### src/rtl/dtg_pkg.sv
package dtg_pkg;

    localparam int DLY_W    = 8;
    localparam int REG_W    = 32;
    localparam int RSEL_BIT = 2 * DLY_W;
    localparam int FSEL_BIT = 2 * DLY_W + 1;

    typedef struct packed {
        logic             fall_sel;
        logic             rise_sel;
        logic [DLY_W-1:0] fall_dly;
        logic [DLY_W-1:0] rise_dly;
    } chan_cfg_t;

    typedef enum logic [1:0] {
        ENG_IDLE = 2'd0,
        ENG_RISE = 2'd1,
        ENG_FALL = 2'd2
    } eng_state_t;

    function automatic chan_cfg_t cfg_unpack(input logic [REG_W-1:0] w);
        chan_cfg_t c;
        c.rise_dly = w[DLY_W-1:0];
        c.fall_dly = w[2*DLY_W-1:DLY_W];
        c.rise_sel = w[RSEL_BIT];
        c.fall_sel = w[FSEL_BIT];
        return c;
    endfunction

    function automatic logic [REG_W-1:0] cfg_pack(input chan_cfg_t c);
        logic [REG_W-1:0] w;
        w                   = '0;
        w[DLY_W-1:0]        = c.rise_dly;
        w[2*DLY_W-1:DLY_W]  = c.fall_dly;
        w[RSEL_BIT]         = c.rise_sel;
        w[FSEL_BIT]         = c.fall_sel;
        return w;
    endfunction

endpackage

### src/rtl/dtg_regbank.sv
module dtg_regbank
    import dtg_pkg::*;
#(
    parameter int NCH    = 4,
    parameter int ADDR_W = 8
) (
    input  logic                  clk,
    input  logic                  rst,
    input  logic                  wr_en,
    input  logic [ADDR_W-1:0]     addr,
    input  logic [REG_W-1:0]      wdata,
    output logic [REG_W-1:0]      rdata,
    output chan_cfg_t [NCH-1:0]   shd_cfg,
    output chan_cfg_t [NCH-1:0]   act_cfg
);

    localparam int IDX_W = ADDR_W - 2;

    logic [IDX_W-1:0]    idx;
    logic                hit;
    logic                commit;
    chan_cfg_t [NCH-1:0] shd_nxt;

    assign idx    = addr[ADDR_W-1:2];
    assign hit    = (addr[1:0] == 2'b00) && (int'(idx) < NCH);
    assign commit = wr_en && hit && (int'(idx) == NCH - 1);

    // Next shadow values: the addressed word takes the write data.
    always_comb begin
        for (int i = 0; i < NCH; i++) begin
            if (wr_en && hit && (int'(idx) == i)) begin
                shd_nxt[i] = cfg_unpack(wdata);
            end else begin
                shd_nxt[i] = shd_cfg[i];
            end
        end
    end

    // The commit copies the next shadow set so the last word joins the group.
    always_ff @(posedge clk) begin
        if (rst) begin
            shd_cfg <= '0;
            act_cfg <= '0;
        end else begin
            shd_cfg <= shd_nxt;
            if (commit) begin
                act_cfg <= shd_nxt;
            end
        end
    end

    always_comb begin
        rdata = '0;
        for (int i = 0; i < NCH; i++) begin
            if (hit && (int'(idx) == i)) begin
                rdata = cfg_pack(shd_cfg[i]);
            end
        end
    end

endmodule

### src/rtl/dtg_edge_engine.sv
module dtg_edge_engine
    import dtg_pkg::*;
(
    input  logic      clk,
    input  logic      rst,
    input  logic      ev_t1,
    input  logic      ev_t2,
    input  chan_cfg_t cfg,
    output logic      pwm_q
);

    logic             rise_ev;
    logic             fall_ev;
    eng_state_t       state;
    logic [DLY_W-1:0] cnt;

    assign rise_ev = cfg.rise_sel ? ev_t2 : ev_t1;
    assign fall_ev = cfg.fall_sel ? ev_t2 : ev_t1;

    // One pending edge per channel; a new strobe replaces it. The count is
    // loaded at the strobe, so later changes to cfg do not touch it.
    always_ff @(posedge clk) begin
        if (rst) begin
            state <= ENG_IDLE;
            cnt   <= '0;
            pwm_q <= 1'b0;
        end else if (fall_ev) begin
            if (cfg.fall_dly == '0) begin
                pwm_q <= 1'b0;
                state <= ENG_IDLE;
            end else begin
                state <= ENG_FALL;
                cnt   <= cfg.fall_dly;
            end
        end else if (rise_ev) begin
            if (cfg.rise_dly == '0) begin
                pwm_q <= 1'b1;
                state <= ENG_IDLE;
            end else begin
                state <= ENG_RISE;
                cnt   <= cfg.rise_dly;
            end
        end else if (state != ENG_IDLE) begin
            if (cnt == DLY_W'(1)) begin
                pwm_q <= (state == ENG_RISE);
                state <= ENG_IDLE;
            end else begin
                cnt <= cnt - 1'b1;
            end
        end
    end

endmodule

### src/rtl/deadtime_grouped.sv
module deadtime_grouped
    import dtg_pkg::*;
#(
    parameter int NCH    = 4,
    parameter int ADDR_W = 8
) (
    input  logic              clk,
    input  logic              rst,
    input  logic              reg_wr,
    input  logic [ADDR_W-1:0] reg_addr,
    input  logic [31:0]       reg_wdata,
    output logic [31:0]       reg_rdata,
    input  logic [NCH-1:0]    ev_t1,
    input  logic [NCH-1:0]    ev_t2,
    output logic [NCH-1:0]    pwm_out
);

    chan_cfg_t [NCH-1:0] shd_cfg;
    chan_cfg_t [NCH-1:0] act_cfg;

    dtg_regbank #(
        .NCH    (NCH),
        .ADDR_W (ADDR_W)
    ) u_regs (
        .clk     (clk),
        .rst     (rst),
        .wr_en   (reg_wr),
        .addr    (reg_addr),
        .wdata   (reg_wdata),
        .rdata   (reg_rdata),
        .shd_cfg (shd_cfg),
        .act_cfg (act_cfg)
    );

    for (genvar g = 0; g < NCH; g++) begin : g_chan
        dtg_edge_engine u_eng (
            .clk   (clk),
            .rst   (rst),
            .ev_t1 (ev_t1[g]),
            .ev_t2 (ev_t2[g]),
            .cfg   (act_cfg[g]),
            .pwm_q (pwm_out[g])
        );
    end

endmodule

### config.mk
export PLATFORM = sky130hd
export DESIGN_NAME = deadtime_grouped
export DESIGN_NICKNAME = d
export VERILOG_FILES = /design/src/rtl/dtg_pkg.sv /design/src/rtl/dtg_regbank.sv /design/src/rtl/dtg_edge_engine.sv /design/src/rtl/deadtime_grouped.sv
export SDC_FILE = /design/constraint.sdc
export NUM_CORES = 1
export LEC_CHECK = 0
export BUFFER_PORTS_ARGS = -buffer_cell sky130_fd_sc_hd__buf_2
export CAP_MARGIN = 40
export CORE_MARGIN = 2
export CORE_UTILIZATION = 35
export CTS_CLUSTER_DIAMETER = 120
export CTS_CLUSTER_SIZE = 40
export DETAILED_ROUTE_END_ITERATION = 12
export PLACE_DENSITY_LB_ADDON = 0.1
export SLEW_MARGIN = 20
export SYNTH_ARGS = -nofsm -noshare
export SYNTH_HDL_FRONTEND = slang
export SYNTH_SLANG_ARGS = --single-unit
export TNS_END_PERCENT = 1
### constraint.sdc
create_clock -name clk -period 1.95 [get_ports clk]
set_clock_uncertainty 0.2 [all_clocks]
set_input_delay 0.0975 -clock clk [delete_from_list [all_inputs] [get_ports clk]]
set_output_delay 0.0975 -clock clk [all_outputs]
set_load 0.01 [all_outputs]
# After elaboration in Yosys (flattened, before gate mapping)
# Index checks and enable logic that the tools add are counted.
# word_totals
reg_bits,188
in_bits,51
output_inout_bits,36
elab_cells,212
# op_classes
n_addsub,4
magnitude_cmp,1
n_eq_ne,31
n_mux,88
n_reduce_logical,44
# op_table
cell,count
2-to-1 mux 8 bit,24
2-to-1 mux 18 bit,8
zero test 8 bit,8
2-to-1 mux 2 bit,20
2-to-1 mux 1 bit,36
"equality test 8 x 1 -> 1 bit, second input constant",4
AND reduction 4 bit,8
"subtractor 8 x 1 -> 8 bit, second input constant",4
"!= test 3 bit, second input constant",8
nonzero test 3 bit,8
"!= test 2 bit, second input constant",8
"equality test 6 x 3 -> 1 bit, second input constant",2
"!= test 3 x 1 -> 1 bit, second input constant",4
logical AND 1 bit,10
"equality test 2 x 1 -> 1 bit, second input constant",4
AND reduction 2 bit,4
nonzero test 2 bit,4
"equality test 6 x 2 -> 1 bit, second input constant",1
zero test 6 bit,1
"less-than comparator 6 x 3 -> 1 bit, second input constant",1
zero test 2 bit,1

# Logic depth before layout (Yosys ltp)
# Gate-level depths: netlist of run 1.
# logic_depth
ltp_word,7
depth_mapped,8

# Hierarchy
# Synthesis of run 1 repeated with hierarchy kept, for this count alone.
# hier_totals
hier_cells,1033
hier_area_um2,9754.4
# by_module_without_submodules
module,n_inst,cells_per_inst,area_per_inst_um2,seq_area_each_um2
dtg_regbank,1,669,6516.2,2882.8
dtg_edge_engine,4,91,809.5,220.2

# Worst setup path after synthesis of run 1
# OpenSTA, ideal clock, no wires.
# synth_path
kind,register to register
startpoint,reg g_chan[0].u_eng.cnt[1]
endpoint,reg g_chan[0].u_eng.cnt[2]
setup_time_ps,137
arrival_time_ps,1755
required_ps,1613
slack_ps,-142
path_stages_with_launch,9
path_buffers,1
period_less_slack_ps,2092
path_cell_list,dfxtp_1 -> inv_1 -> ha_1 -> nor3b_1 -> a2111oi_2 -> a31oi_1 -> buf_2 -> a211oi_1 -> a211oi_1
# synth_via
elab_chain_cells,5
elab_cells_between_ends,8
cone_classes,add/sub (1); eq/ne (2); mux (4); reduce/logical (1)
# synth_lines
element,line_no,text
from (decl),dtg_edge_engine.sv:15,logic [DLY_W-1:0] cnt;
from (signal assigned),dtg_edge_engine.sv:33,cnt <= cfg.fall_dly;
from (signal assigned),dtg_edge_engine.sv:41,cnt <= cfg.rise_dly;
from (signal assigned),dtg_edge_engine.sv:48,cnt <= cnt - 1'b1;
subtractor 8 x 1 -> 8 bit,dtg_edge_engine.sv:48,
2-to-1 mux 8 bit,dtg_edge_engine.sv:44,if (cnt == DLY_W'(1)) begin
2-to-1 mux 8 bit,dtg_edge_engine.sv:43,end else if (state != ENG_IDLE) begin
2-to-1 mux 8 bit,dtg_edge_engine.sv:35,end else if (rise_ev) begin
2-to-1 mux 8 bit,dtg_edge_engine.sv:27,end else if (fall_ev) begin
# Parallel ways exist; a longest one is shown, timed or not. The select of a mux whose other input is x is not followed.
# A chain may end at the register's enable or synchronous reset.

# Final worst setup path of run 1
# layout_path
startpoint,reg g_chan[3].u_eng.cnt[5]
endpoint,reg g_chan[3].u_eng.pwm_q
# layout_via
elab_chain_cells,3
# layout_lines
element,line_no,text
from (decl),dtg_edge_engine.sv:15,
from (signal assigned),dtg_edge_engine.sv:33,
from (signal assigned),dtg_edge_engine.sv:41,
from (signal assigned),dtg_edge_engine.sv:48,
equality test 8 x 1 -> 1 bit,dtg_edge_engine.sv:44,
nonzero test 3 bit (no source line),--,
AND reduction 4 bit (no source line),--,
to (signal assigned),dtg_edge_engine.sv:45,pwm_q <= (state == ENG_RISE);
to (decl),dtg_edge_engine.sv:9,output logic pwm_q
# Every way passes these cells.

==> results of run 1 <==
==> sequential cells by signal (all words and copies together), names as in the netlist <==
signal and cells:
u_regs.shd_cfg 72, u_regs.act_cfg 72, g_chan.u_eng.cnt 32, g_chan.u_eng.state 8, g_chan.u_eng.pwm_q 4
==> final timing paths <==
check                                             end  slack (ns)
worst max-delay path            g_chan[3].u_eng.pwm_q       -0.15
worst min-delay path            g_chan[1].u_eng.pwm_q        0.03
worst max register to register  g_chan[3].u_eng.pwm_q       -0.15
worst min register to register     u_regs.shd_cfg[65]        0.25
==> report_power, final <==
group	leakage [nW]	internal [mW]	switching (mW)
logic	2.70	0.312	0.399
clock network	0.319	2.37	1.61
registers	1.52	3.87	0.0245
==> tightest hold or removal path, cell delays in order <==
cell and delay, ns:
buf_2 0.15, nor2_1 0.09, o22ai_1 0.09, nand4b_1 0.11
a21oi_1 0.06
==> layer usage <==
metal / track usage / up-vias / wire [um]
met3: 0.0378 / 23 / 881
li1: - / 4003 / -
met2: 0.354 / 115 / 13200
met1: 0.275 / 3797 / 12700
met4: 0.0490 / 0 / 426
met5: 0 / - / 0
==> kinds of logic (layout without fill, tap and decap cells) <==
family,count (synthesis),after routing,share of synthesized area
simple gates,405,405,0.219
compound gates,249,249,0.177
flops,188,188,0.422
buf+inv,103,282,0.0557
mux,61,61,0.0949
xor+xnor,19,19,0.0187
fa+ha+maj,8,8,0.0112
other cells,1,14,0.000421
==> repair_timing <==
| action | 4_1_cts | 5_1_grt |
|---|---|---|
| hold endpoints to repair | 106 | 0 |
| gates resized for setup | 10 | 22 |
| pin swaps | 4 | 11 |
| setup endpoints to repair | 34 | 38 |
| setup buffers | 2 | 0 |
| hold buffers | 22 | 0 |
==> cells in the final DEF (no fill, tap or decap), types with 7 or more instances in the layout <==
cell             n
nor4_1           8
buf_12           7
buf_4          140
mux2i_1         38
and2_1          18
clkbuf_16       17
or4_1           11
a221oi_1         9
nor3_1          13
conb_1          14
nor3_2           9
a222oi_1        10
o21ai_1         10
xnor2_1         13
inv_1           22
buf_2           57
dlygate4sd3_1   22
mux4_2          18
a211oi_2         9
o21ai_0         10
nand2_1        220
nor2_1          66
a21oi_1        133
ha_1             8
dfxtp_1        182
a211oi_1        16
==> final cells by class <==
class	count	share of cell area
Clock buffer	20	0.0395
Clock inverter	12	0.0180
Inverter	22	0.00715
Multi-Input combinational cell	756	0.424
Sequential cell	188	0.327
Tap cell	330	0.0357
Timing Repair Buffer	228	0.149
==> metrics by stage <==
step | power, mW | hold WS (ns) | utilization
final | 8.58 | 0.0273 | 0.460
after global routing | 8.88 | 0.0295 | 0.460
after CTS | 8.64 | 0.00775 | 0.456
after detailed placement | 4.64 | 0.192 | 0.419
after global placement | 4.64 | 0.189 | 0.419
after floorplan | 4.40 | 0.0335 | -
==> run summary, run 1 <==
Area fraction of the dominant cell type after synthesis: 0.422
Ys Warns: 0
Deepest clock path buffer count: 2
Reg clk slew, reported paths: 0.07 ns
Root buffer cell: clkbuf_16
DR vias/cell: 5.10
First-pass GRT wire length: 43300 um
Total Routed Length: 27200 um
Asr flop ratio synth: 0
Critical Path Sink Type: flip-flop
CP Max Fanout: 3
ANT cells: 0
Largest net degree at the start of global routing: 123
Storage element area: 3770 sq um
Initial Util: 0.355
Setup TNS: -1.72 ns
Drt initial violations: 515
Fin nets: 1272
Failing checks: setup timing
CTS Buf Count: 17
Area contributors post-synth: dfxtp_1, nand2_1, a21oi_1
Hold Crit Class: in2reg
Delay-heaviest family, CP: simple AND/OR/NAND/NOR gates
Die Y: 164 um
Vias in the first global route: 7735
Dpl cell area: 10500 sq um
CP Cell Sequence: or4_4, nor4b_4, buf_4, a21o_1, a31oi_1, a311oi_1
Setup ws final: -0.153 ns
Worst setup path startpoint: g_chan[3].u_eng.cnt[5]
GRT Resource Usage Total: 0.209
Die area: 26700 sq um
Slew Limit Fails: 0
Sequential area share after synthesis: 0.422
CTS H-tree lvls: 4
Status: finished with violations
Prevailing post-synth register cell: dfxtp_1
Placed cells: 1500
Critical Path RT: 2.09 ns
Number of flops mapped to enable cells by yosys: 0
R2r startpoint: g_chan[3].u_eng.cnt[5]
Floorplan Core Area: 25100 sq um
Worst vdd ir: 601 uV
Final Hold Fails: 0
Routed Antenna Nets: 0
Initial antenna violation count: 0
Hpwl dp: 19600 um
Worst slew pin tran: 0.664 ns
Final Cell Area: 11600 sq um
Area growth from synthesis to layout: 29.6%
I/O pins: 87
Routed wire per std cell: 17.5 um
Share of layout cells above drive strength 1: 0.263
PwrDens: 743 nW/um^2
CP arrival: 2.24 ns
Minimum clock period: 2.10 ns
Worst setup SP type: flip-flop
Die X: 164 um
Post-synthesis cell count: 1034
Yosys top cell by area: dfxtp_1
Row count: 58
DRT Pass-1 Iters: 5
Unrepaired setup endpoints after global routing: true
Hold Crit Start: ev_t1[1]
IO buf count: 58
Lkg Pwr: 4.54 nW
Final setup violation count: 19
Skew-Pair Late Insertion Delay: 0.43 ns
Fillers: 2524
CP bufs+invs: 1
Routability cong.: 0.825
Unique masters post-synth: 73
Reg2Reg Depth: 6
Most common cell in the netlist: nand2_1
Place WS: -0.173 ns
Critical-path top delay cell: or4_4
Max-cap viol count: 0
Remaining Overflow, GRT: 0
Max frequency: 0.475 GHz
DRC viols: 0
Crit Path Class: reg2reg
Multi-input gate area: 4900 sq um
Cell area after synthesis: 8910 sq um
Via count: 7938
Critical path depth: 6
Slew headroom: 0.556
Hold-critical path depth: 5
Crit-path max cell delay: 0.55 ns
Mean Syn Cell Area: 8.62 sq um
Clock Sinks: 188
Commonest cells in the netlist: nand2_1, dfxtp_1, a21oi_1
#FFs+latches synth: 188
Final period util: 1.08
CTS tree: yes
Fin cells: 1556
No activity file was read; power rests on OpenSTA's default activity.
==> run 2, diff against run 1 <==
Settings changed: ABC_AREA from default to 1, GPL_TIMING_DRIVEN from default to 0.
==> run 2 against run 1 <==
Cell count rose by 27%. First-iteration DRC count rose by 57%. Critical path type unchanged. The run now ends clean. Die area rose by 7.4%. Routed wire length rose by 22%. Fmax rose by 14%. Via count rose by 25%. Critical path depth rose by 6. Register-to-register slack improved by 0.25 ns. Power fell by 2.3%. Design area rose by 0.14%. Combinational power fell by 13%. Sequential share of layout area fell by 0.12 points.
==> run summary, run 2 <==
Deepest clock path buffer count: 2 (unchanged)
DRT Pass-1 Iters: 7 (+2)
CP bufs+invs: 3 (+2)
Reg clk slew, reported paths: 0.08 ns (about the same)
Critical Path Sink Type: flip-flop
Root buffer cell: clkbuf_16
Initial antenna violation count: 0 (unchanged)
Critical-path top delay cell: dfxtp_2
Clock Sinks: 188 (unchanged)
Final setup violation count: 0 (-19)
Routed wire per std cell: 16.8 um (-4.2%)
Max frequency: 0.540 GHz (+14%)
Via count: 9896 (+25%)
Clock Power Share: 0.464 (about the same)
Switching share of power: 0.245 (+0.00771)
Remaining Overflow, GRT: 0 (unchanged)
Worst setup SP type: flip-flop
GRT Resource Usage Total: 0.235 (+0.0262)
Hpwl dp: 25400 um (+29%)
Row count: 60 (+3.4%)
Total Routed Length: 33200 um (+22%)
Final Cell Area: 11600 sq um (+0.14%)
Slew Limit Fails: 0 (unchanged)
Skew-Pair Late Insertion Delay: 0.43 ns (about the same)
Number of flops mapped to enable cells by yosys: 0 (unchanged)
Final Hold Fails: 0 (unchanged)
P_int: 6.33 mW (-3.3%)
Die X: 170 um (+3.7%)
Asr flop ratio synth: 0 (unchanged)
Utilization after layout: 0.429 (-0.0308)
Sequential area share after synthesis: 0.392 (-0.0299)
Minimum clock period: 1.85 ns (-0.252 ns)
#FFs+latches synth: 188 (unchanged)
Area contributors post-synth: dfxtp_1, nand2_1, a21oi_1
Dpl cell area: 10400 sq um (-1.4%)
Worst vdd ir: 405 uV (-33%)
CP Max Fanout: 10 (+7)
Vias in the first global route: 9269 (+20%)
Delay-heaviest family, CP: simple AND/OR/NAND/NOR gates
Fin nets: 1685 (+32%)
Drt initial violations: 808 (+57%)
PwrDens: 725 nW/um^2 (-2.4%)
Largest net degree at the start of global routing: 17 (-86%)
IO buf count: 56 (-3.4%)
Cell area after synthesis: 9590 sq um (+7.6%)
Unique masters post-synth: 32 (-56%)
Max-cap viol count: 0 (unchanged)
Area growth from synthesis to layout: 20.6%
Sequential share of power: 0.462 (+0.009)
Place WS: -0.527 ns (-0.355 ns)
Most frequent cells in the layout: nand2_1, dfxtp_1, inv_1
DRC viols: 0 (unchanged)
Lkg Pwr: 5.20 nW (+15%)
Share of layout cells above drive strength 1: 0.118 (-0.145)
Status: complete, no violations
Most common cell in the netlist: nand2_1
First-pass GRT wire length: 51800 um (+19%)
Most used cell, CP: nand2_1
Commonest cells in the netlist: nand2_1, dfxtp_1, inv_1
Prevailing post-synth register cell: dfxtp_1
Yosys top cell by area: dfxtp_1
Die area: 28700 sq um (+7.4%)
Mean Syn Cell Area: 6.39 sq um (-26%)
CTS H-tree lvls: 4 (unchanged)
Area fraction of the dominant cell type after synthesis: 0.392 (-0.0299)
CP Cell Sequence: inv_1, nand2_1, nand2_1, nand2_1, inv_2, nand2_2, nand2_1, nor2_4, buf_6, nand2_1, nand2_1, nor2_1
Final period util: 0.949 (-0.129)
Die Y: 170 um (+3.7%)
Top flop regs: u_regs.act_cfg: 72 flops, u_regs.shd_cfg: 72 flops, g_chan.u_eng.cnt: 32 flops
CTS tree: yes
Initial Util: 0.356 (+0.000960)
Unrepaired setup endpoints after global routing: true
Slew headroom: 0.450 (-0.106)
CTS Buf Count: 17 (unchanged)
Post-synthesis cell count: 1500 (+45%)
Ys Warns: 0 (unchanged)
Combinational Power Share: 0.074 (-0.009)
Net switching power: 2.05 mW (+0.86%)
Setup ws final: 0.0988 ns (+0.252 ns)
DR vias/cell: 5.00 (-2.0%)
Routability cong.: 0.940 (+14%)
Floorplan Core Area: 27000 sq um (+7.3%)
Hold Crit Class: in2reg
CP arrival: 1.98 ns (-0.26 ns)
Crit-path max cell delay: 0.37 ns (-0.18 ns)
Crit Path Class: reg2reg
Critical Path RT: 2.08 ns (about the same)
ANT cells: 0 (unchanged)
Setup TNS: 0 ns (+1.72 ns)
Routed Antenna Nets: 0 (unchanged)
Most common library cell in the layout ignoring fill and taps: nand2_1
I/O pins: 87 (unchanged)
Worst slew pin tran: 0.825 ns (+0.160 ns)
run 2: changes by cell type after synthesis, moves of 12 or more:
cell      delta
mux2i_1     -38
mux4_2      -18
nand2_1    +247
a211oi_1    -21
nor4_1      -12
nand4_1     +75
inv_1      +159
a21oi_1     +20
and2_1      -18
nand3_1    +111
nor2_1      +83
run 2: what timing repair did:
action	CTS	global route
gates resized for setup	39	33
endpoints found under the setup margin	82	140
setup buffers	4	8
hold buffers	22	0
pin swaps	4	11
hold endpoints to repair	118	0
run 2: kinds of logic after synthesis:
family                   count (synthesis)  synth area share
XOR/XNOR                                10           0.00913
flip-flops                             188             0.392
adder cells (fa/ha/maj)                  8            0.0104
other                                    1          0.000391
AND/OR/NAND/NOR                        831             0.368
AO/OA/AOI/OAI                          194             0.105
buffers and inverters                  268             0.115
run 2: power by group through the flow:
stage	logic, mW	registers, mW	clock network, mW
finish	0.616	3.88	3.89
global route	0.679	3.88	4.11
CTS	0.589	3.88	3.96
detailed placement	0.545	3.97	0
global placement	0.538	3.97	0
floorplan	0.338	3.96	0
run 2: stage by stage:
stage          power, mW  std cells  hold slack, ns
4_1_cts             8.43       1969          0.0585
5_1_grt             8.67       1979          0.0632
3_3_place_gp        4.50       1910           0.244
2_1_floorplan       4.30       1513          0.0628
6_report            8.38       1979          0.0295
3_5_place_dp        4.51       1912           0.240
run 2: final cells by class:
cell class | count | area, sq um
Sequential cell | 188 | 3760
Buffer | 80 | 437
Clock buffer | 20 | 467
Clock inverter | 11 | 180
Inverter | 188 | 712
Fill cell | 2882 | 15400
Tap cell | 341 | 427
Multi-Input combinational cell | 1057 | 4930
Timing Repair Buffer | 94 | 652
run 2: worst reg2reg max path: cells and delay by family (launching register included):
| family | cells | cell delay (ns) |
|---|---|---|
| and+or+nand+nor | 9 | 0.87 |
| buffers and inverters | 3 | 0.30 |
| DFF | 1 | 0.37 |
run 2: per-layer routing:
layer	vias to the layer above	share of wire	wire length, um	GRT usage
li1	5024	-	-	-
met1	4537	0.50	16600	0.349
met2	292	0.42	13900	0.346
met3	43	0.059	1950	0.0371
met4	0	0.022	733	0.0740
met5	-	0	0	0
run 2: final timing paths:
check	endpoint	slack (ns)	cells after the start	startpoint
worst min register to register	g_chan[0].u_eng.pwm_q	0.25	2	g_chan[0].u_eng.pwm_q
worst max register to register	g_chan[3].u_eng.cnt[5]	0.1	12	u_regs.act_cfg[71]
worst min-delay path	u_regs.act_cfg[25]	0.03	5	reg_wr
worst max-delay path	g_chan[3].u_eng.cnt[5]	0.1	12	u_regs.act_cfg[71]
